$ cat config.mk
export PLATFORM = sky130hd
export DESIGN_NAME = bist_top
export DESIGN_NICKNAME = d
export VERILOG_FILES = /design/src/rtl/bist_pkg.sv /design/src/rtl/bist_lfsr.sv /design/src/rtl/bist_cut.sv /design/src/rtl/bist_resp.sv /design/src/rtl/bist_ctrl.sv /design/src/rtl/bist_top.sv
export SDC_FILE = /design/constraint.sdc
export NUM_CORES = 1
export LEC_CHECK = 0
export BUFFER_PORTS_ARGS = -buffer_cell sky130_fd_sc_hd__buf_2
export CAP_MARGIN = 20
export CORE_AREA = 3 3 40 42
export DETAILED_ROUTE_END_ITERATION = 10
export DIE_AREA = 0 0 43 45
export PLACE_DENSITY = 0.67
export SYNTH_ARGS = -nofsm -noshare
export SYNTH_HDL_FRONTEND = slang
export SYNTH_SLANG_ARGS = --single-unit
$ cat constraint.sdc
create_clock -name clk -period 1.35 [get_ports clk]
set_input_delay 0.135 -clock clk [delete_from_list [all_inputs] [get_ports clk]]
set_output_delay 0.135 -clock clk [all_outputs]
set_load 0.05 [all_outputs]
$ cat src/rtl/bist_pkg.sv
package bist_pkg;
  localparam int          STAGES  = 3;
  localparam int          NPAT    = 7;
  localparam logic [2:0]  SEED    = 3'b100; // {S0,S1,S2}

  // state is {S0,S1,S2}; S0 drives A (bit 2)
  function automatic logic [2:0] lfsr_step(input logic [2:0] s);
    logic s0, s1, s2;
    s0 = s[2]; s1 = s[1]; s2 = s[0];
    return {s1 ^ s2, s0, s1};
  endfunction
endpackage

$ cat src/rtl/bist_lfsr.sv
module bist_lfsr
  import bist_pkg::*;
#(
  parameter logic [STAGES-1:0] INIT = SEED
) (
  input  logic              clk,
  input  logic              rst,
  input  logic              load,
  input  logic              step,
  output logic [STAGES-1:0] state
);
  always_ff @(posedge clk) begin
    if (rst)       state <= INIT;
    else if (load) state <= INIT;
    else if (step) state <= lfsr_step(state);
  end

  AST_LFSR_NONZERO: assert property (@(posedge clk) disable iff (rst)
    state != '0);
  AST_LFSR_MOVES: assert property (@(posedge clk) disable iff (rst)
    (step && !load) |=> state != $past(state));
endmodule

$ cat src/rtl/bist_cut.sv
module bist_cut #(
  parameter bit BRIDGED = 1'b0
) (
  input  logic [2:0] abc,
  input  logic       defect_on,
  output logic       y
);
  logic a, b, c, healthy;
  assign a = abc[2];
  assign b = abc[1];
  assign c = abc[0];
  assign healthy = (a & b) | (a & c) | (b & c);

  generate
    if (BRIDGED) begin : g_bridge
      // the bridge pulls the A-dependent terms low, leaving only B&C
      assign y = defect_on ? (b & c) : healthy;
    end else begin : g_clean
      logic unused_def;
      assign unused_def = defect_on;
      assign y = healthy;
    end
  endgenerate
endmodule

$ cat src/rtl/bist_resp.sv
module bist_resp
  import bist_pkg::*;
#(
  parameter int N    = NPAT,
  localparam int CW  = $clog2(N + 1)
) (
  input  logic          clk,
  input  logic          rst,
  input  logic          load,
  input  logic          step,
  input  logic          last,
  input  logic          fault_enable,
  input  logic [2:0]    stim,
  output logic [CW-1:0] cnt,
  output logic          detected
);
  logic fault_lat;
  logic y_good, y_bad, miss;
  logic [CW-1:0] cnt_nxt;

  bist_cut #(.BRIDGED(1'b0)) u_good (.abc(stim), .defect_on(1'b0),      .y(y_good));
  bist_cut #(.BRIDGED(1'b1)) u_bad  (.abc(stim), .defect_on(fault_lat), .y(y_bad));

  assign miss    = y_good ^ y_bad;
  assign cnt_nxt = cnt + CW'(miss);

  always_ff @(posedge clk) begin
    if (rst) begin
      fault_lat <= 1'b0;
      cnt       <= '0;
      detected  <= 1'b0;
    end else if (load) begin
      fault_lat <= fault_enable;
      cnt       <= '0;
      detected  <= 1'b0;
    end else if (step) begin
      cnt <= cnt_nxt;
      if (last) detected <= (cnt_nxt != '0);
    end
  end

  AST_CNT_BOUND: assert property (@(posedge clk) disable iff (rst)
    cnt <= CW'(N));
  AST_CLEAN_ZERO: assert property (@(posedge clk) disable iff (rst)
    !fault_lat |-> cnt == '0);
  AST_CNT_MONO: assert property (@(posedge clk) disable iff (rst)
    (step && !load) |=> cnt >= $past(cnt));
endmodule

$ cat src/rtl/bist_ctrl.sv
module bist_ctrl
  import bist_pkg::*;
#(
  parameter int N   = NPAT,
  localparam int IW = (N > 1) ? $clog2(N) : 1
) (
  input  logic clk,
  input  logic rst,
  input  logic start,
  output logic busy,
  output logic done,
  output logic load,
  output logic step,
  output logic last
);
  logic [IW-1:0] idx;

  assign load = start && !busy;
  assign step = busy;
  assign last = busy && (idx == IW'(N - 1));

  always_ff @(posedge clk) begin
    if (rst) begin
      busy <= 1'b0;
      done <= 1'b0;
      idx  <= '0;
    end else begin
      done <= 1'b0;
      if (load) begin
        busy <= 1'b1;
        idx  <= '0;
      end else if (busy) begin
        idx <= idx + 1'b1;
        if (last) begin
          busy <= 1'b0;
          done <= 1'b1;
        end
      end
    end
  end

  AST_DONE_PULSE: assert property (@(posedge clk) disable iff (rst)
    done |=> !done || $past(load));
  AST_DONE_IDLE: assert property (@(posedge clk) disable iff (rst)
    done |-> !busy);
  AST_RUN_HOLDS: assert property (@(posedge clk) disable iff (rst)
    (busy && !last) |=> busy);
  AST_IDX_RANGE: assert property (@(posedge clk) disable iff (rst)
    busy |-> idx <= IW'(N - 1));
endmodule

$ cat src/rtl/bist_top.sv
module bist_top
  import bist_pkg::*;
#(
  parameter int N = NPAT
) (
  input  logic                       clk,
  input  logic                       rst,
  input  logic                       start,
  input  logic                       fault_enable,
  output logic                       busy,
  output logic                       done,
  output logic                       detected,
  output logic [$clog2(N+1)-1:0]     mismatch_cnt,
  output logic [2:0]                 stim
);
  logic load, step, last;

  bist_ctrl #(.N(N)) u_ctrl (
    .clk(clk), .rst(rst), .start(start),
    .busy(busy), .done(done), .load(load), .step(step), .last(last)
  );

  bist_lfsr u_lfsr (
    .clk(clk), .rst(rst), .load(load), .step(step), .state(stim)
  );

  bist_resp #(.N(N)) u_resp (
    .clk(clk), .rst(rst), .load(load), .step(step), .last(last),
    .fault_enable(fault_enable), .stim(stim),
    .cnt(mismatch_cnt), .detected(detected)
  );

  AST_DETECT_MATCH: assert property (@(posedge clk) disable iff (rst)
    done |-> detected == (mismatch_cnt != '0));
  AST_SEED_ON_START: assert property (@(posedge clk) disable iff (rst)
    (start && !busy) |=> (stim == SEED && mismatch_cnt == '0));
endmodule

==> insert_results.sql <==
INSERT INTO impl_metrics (metric_group, metric, value, unit) VALUES
('outcome', 'outcome', 'complete, but fails checks', ''),
('outcome', 'failed_checks', 'setup timing', ''),
('critical_path', 'cp_data_required_time', '1.51', 'ns'),
('job', 'drv.max_cap_violation_count', '0', ''),
('critical_path', 'critical_path_peak_fanout', '3', ''),
('sta', 'final_period_minus_worst_setup_slack', '1.488', 'ns'),
('yosys', 'synth_xor_area_frac', '0.06250', ''),
('sta', 'timing.final.ws_setup', '-0.1380', 'ns'),
('finish', 'design_area', '789.5', 'µm²'),
('cts', 'ctsHoldBuffers', '0', ''),
('routing', 'remaining_drc_errors', '0', ''),
('cts', 'cts_max_path_buffers', '2', ''),
('yosys', 'muxShareOfSynthArea', '0.08929', ''),
('yosys', 'synth_compound_area_frac', '0.05804', ''),
('global_routing', 'grt_pass1_wl', '1656', 'µm'),
('sta', 'final.setup_skew', '0.0007099', 'ns'),
('floorplanning', 'start_util', '0.4362', ''),
('critical_path', 'slowest_stage', 'sky130_fd_sc_hd__dfxtp_4', ''),
('routing', 'finalWirelength', '1012', 'µm'),
('sta', 'hold_viol_final', '0', ''),
('min_path', 'worstHoldPathType', 'in2reg', ''),
('cts', 'clk_transition_reported_paths', '0.07', 'ns'),
('sta', 'finalSetupTns', '-0.1380', 'ns'),
('floorplanning', 'core-area', '0.001285', 'mm²'),
('critical_path', 'max_stage_delay', '0.36', 'ns'),
('placement', 'routabilityCongestion', '0.6448', ''),
('yosys', 'yosys_warnings', '0', ''),
('critical_path', 'setup.reg_to_reg.worst_slack', '-0.14', 'ns'),
('global_routing', 'maximum_number_of_pins_on_one_net_before_global_route_repair', '9', ''),
('power_and_ir_drop', 'power.density', '954.6', 'mW/mm²'),
('critical_path', 'crit_path_end_kind', 'register', ''),
('floorplanning', 'floorplan_row_count', '13', ''),
('cts', 'numClockSinks', '13', ''),
('yosys', 'main_combinational_cell_family_by_area_after_synthesis', 'simple AND/OR/NAND/NOR gates', ''),
('sta', 'maxSlewHeadroom', '0.8379', ''),
('placement', 'port-buffer-count', '12', ''),
('yosys', 'syn_nets', '65', ''),
('sta', 'setup_viol', '1', ''),
('cts', 'tritoncts', 'built', ''),
('yosys', 'synth-seq-area-share', '0.4643', ''),
('sta', 'rsz0062_at_grt', 'yes', ''),
('cts', 'clock_tree.htree_level_count', '1', ''),
('placement', 'place.detailed.hpwl', '737.3', 'µm'),
('sta', 'hold_ws', '0.05338', 'ns'),
('placement', 'dpl_cell_area', '726.9', 'µm²'),
('yosys', 'synth_simple_gate_area_share', '0.1786', ''),
('critical_path', 'setup.worst_path.class', 'reg2reg', ''),
('global_routing', 'grtUsageTotal', '0.1180', ''),
('routing', 'post_drt_wl_per_cell', '11.00', 'µm'),
('placement', 'dp_worst_setup_slack', '-0.1748', 'ns'),
('critical_path', 'critical-path-top-cell-by-count', 'sky130_fd_sc_hd__ha_4', ''),
('cts', 'clockRootBuffer', 'sky130_fd_sc_hd__clkbuf_4', ''),
('routing', 'antenna_left', '0', ''),
('routing', 'drt_iter0_markers', '6', ''),
('routing', 'vias', '431', ''),
('yosys', 'post_synthesis_adder_cell_area_fraction', '0.1116', ''),
('global_routing', 'grt_antenna_before_repair', '0', ''),
('yosys', 'cell_area_synth', '560.5', 'µm²'),
('yosys', 'synth_cells', '56', ''),
('sta', 'timing_worst_slew_pin_value', '0.2413', 'ns'),
('floorplanning', 'ios', '13', ''),
('critical_path', 'critical_path.cell_chain', 'ha_4 > nor3_4 > ha_2 > ha_4 > nor4_4 > nor3_2', ''),
('yosys', 'syn_avg_cell_area', '10.01', 'µm²'),
('sta', 'post-route-period-util', '1.102', ''),
('floorplanning', 'die_w', '43', 'µm'),
('routing', 'pre_antenna_drt_iters', '3', ''),
('floorplanning', 'die_height', '45', 'µm'),
('power_and_ir_drop', 'max-vdd-ir-drop', '521.8', 'µV'),
('cts', 'tritoncts.num_buffers', '3', ''),
('finish', 'diodes', '0', ''),
('sta', 'fmaxAchievable', '0.6721', 'GHz');
[through the flow]
stage          power [mW]  std cells  utilization
2_1_floorplan      0.4929         56            -
3_3_place_gp       0.5253         88       0.5657
3_5_place_dp       0.5261         88       0.5657
4_1_cts            0.7634         92       0.6037
5_1_grt            0.7927         92       0.6144
6_report           0.7536         92       0.6144
[kinds of logic (layout without fill, tap and decap cells)]
kind of cell	Yosys count	after routing
flip-flops	13	13
adder cells (fa/ha/maj)	5	5
AO/OA/AOI/OAI	4	4
XOR/XNOR	4	4
multiplexers	5	5
buffers and inverters	3	24
AND/OR/NAND/NOR	22	22
[sequential cells by signal (all words and copies together), names as in the netlist]
signal            cells
u_resp.detected       1
u_ctrl.idx            3
u_resp.fault_lat      1
u_lfsr.state          3
u_resp.cnt            3
u_ctrl.busy           1
u_ctrl.done           1
[cell usage in the layout, fill, tap and decap left out]
master                      n
sky130_fd_sc_hd__mux2i_1    5
sky130_fd_sc_hd__dfxtp_4    3
sky130_fd_sc_hd__a31oi_1    1
sky130_fd_sc_hd__nand3_1    1
sky130_fd_sc_hd__nor3_4     1
sky130_fd_sc_hd__xor2_1     2
sky130_fd_sc_hd__ha_1       2
sky130_fd_sc_hd__xor2_2     1
sky130_fd_sc_hd__dfxtp_1    8
sky130_fd_sc_hd__buf_4      7
sky130_fd_sc_hd__ha_4       2
sky130_fd_sc_hd__inv_1      1
sky130_fd_sc_hd__nor4_4     1
sky130_fd_sc_hd__ha_2       1
sky130_fd_sc_hd__nand2_2    2
sky130_fd_sc_hd__nand2_1    1
sky130_fd_sc_hd__o21ai_0    1
sky130_fd_sc_hd__buf_2     12
sky130_fd_sc_hd__a211oi_2   1
sky130_fd_sc_hd__nor2_1    11
sky130_fd_sc_hd__or2_1      1
sky130_fd_sc_hd__and2b_1    1
sky130_fd_sc_hd__dfxtp_2    2
sky130_fd_sc_hd__a211o_1    1
sky130_fd_sc_hd__nor2b_2    1
sky130_fd_sc_hd__xnor2_1    1
sky130_fd_sc_hd__clkbuf_1   1
sky130_fd_sc_hd__clkbuf_4   3
sky130_fd_sc_hd__nor3_2     1
sky130_fd_sc_hd__nor2_2     1
[synthesized netlist by cell type]
library cell	count	share of area
sky130_fd_sc_hd__nor3_1	2	0.018
sky130_fd_sc_hd__nand2_1	3	0.020
sky130_fd_sc_hd__a211o_1	1	0.016
sky130_fd_sc_hd__xnor2_1	1	0.016
sky130_fd_sc_hd__ha_1	5	0.11
sky130_fd_sc_hd__xor2_1	3	0.047
sky130_fd_sc_hd__nand3_1	1	0.0089
sky130_fd_sc_hd__or2_1	1	0.011
sky130_fd_sc_hd__nor2b_2	1	0.016
sky130_fd_sc_hd__dfxtp_1	13	0.46
sky130_fd_sc_hd__a211oi_2	1	0.022
sky130_fd_sc_hd__buf_6	1	0.020
sky130_fd_sc_hd__nor2_1	12	0.080
sky130_fd_sc_hd__mux2i_1	5	0.089
sky130_fd_sc_hd__buf_2	1	0.0089
sky130_fd_sc_hd__and2b_1	1	0.013
sky130_fd_sc_hd__o21ai_0	1	0.0089
sky130_fd_sc_hd__a31oi_1	1	0.011
sky130_fd_sc_hd__nor4_1	1	0.011
sky130_fd_sc_hd__inv_1	1	0.0067
[area by class of cell]
type	count	area [µm²]
inverters	1	3.754
fillers	119	495.5
flip-flops and latches	13	274.0
repair buffers	19	112.6
multi-input cells	40	354.1
clock buffers	4	26.28
well taps	15	18.77
[final timing paths]
path | start | end | depth (start not counted)
worst max-delay path | u_lfsr.state[1] | u_resp.detected | 6
worst max register to register | u_lfsr.state[1] | u_resp.detected | 6
worst min-delay path | rst | u_ctrl.busy | 2
worst min register to register | u_ctrl.idx[1] | u_ctrl.idx[1] | 2
[power by group]
part	internal, mW	switching [mW]	total, mW
registers	0.394	0.0150	0.409
clock network	0.114	0.119	0.234
logic	0.0482	0.0628	0.111
[worst max-delay path, delay by kind of cell (launching register included)]
kind                     cells  cell delay [ns]
adder cells (fa/ha/maj)      3             0.56
flip-flops                   1             0.36
AND/OR/NAND/NOR              3             0.45
[timing repair]
item                       CTS  global route
cloned                       0             0
gates resized for setup      3             3
setup endpoints to repair    1             3
setup buffers                0             0
pin swaps                    2             4
[per-layer routing]
metal  GRT usage  wire [µm]  part of all wire  up-vias
met5           0          0                 0        -
met4     0.09036         21             0.021        0
met2      0.1826        427              0.42       10
met1      0.1418        516              0.51      187
li1            -          -                 -      232
met3     0.02789         46             0.045        2
Power figures use the tool's default switching activity.
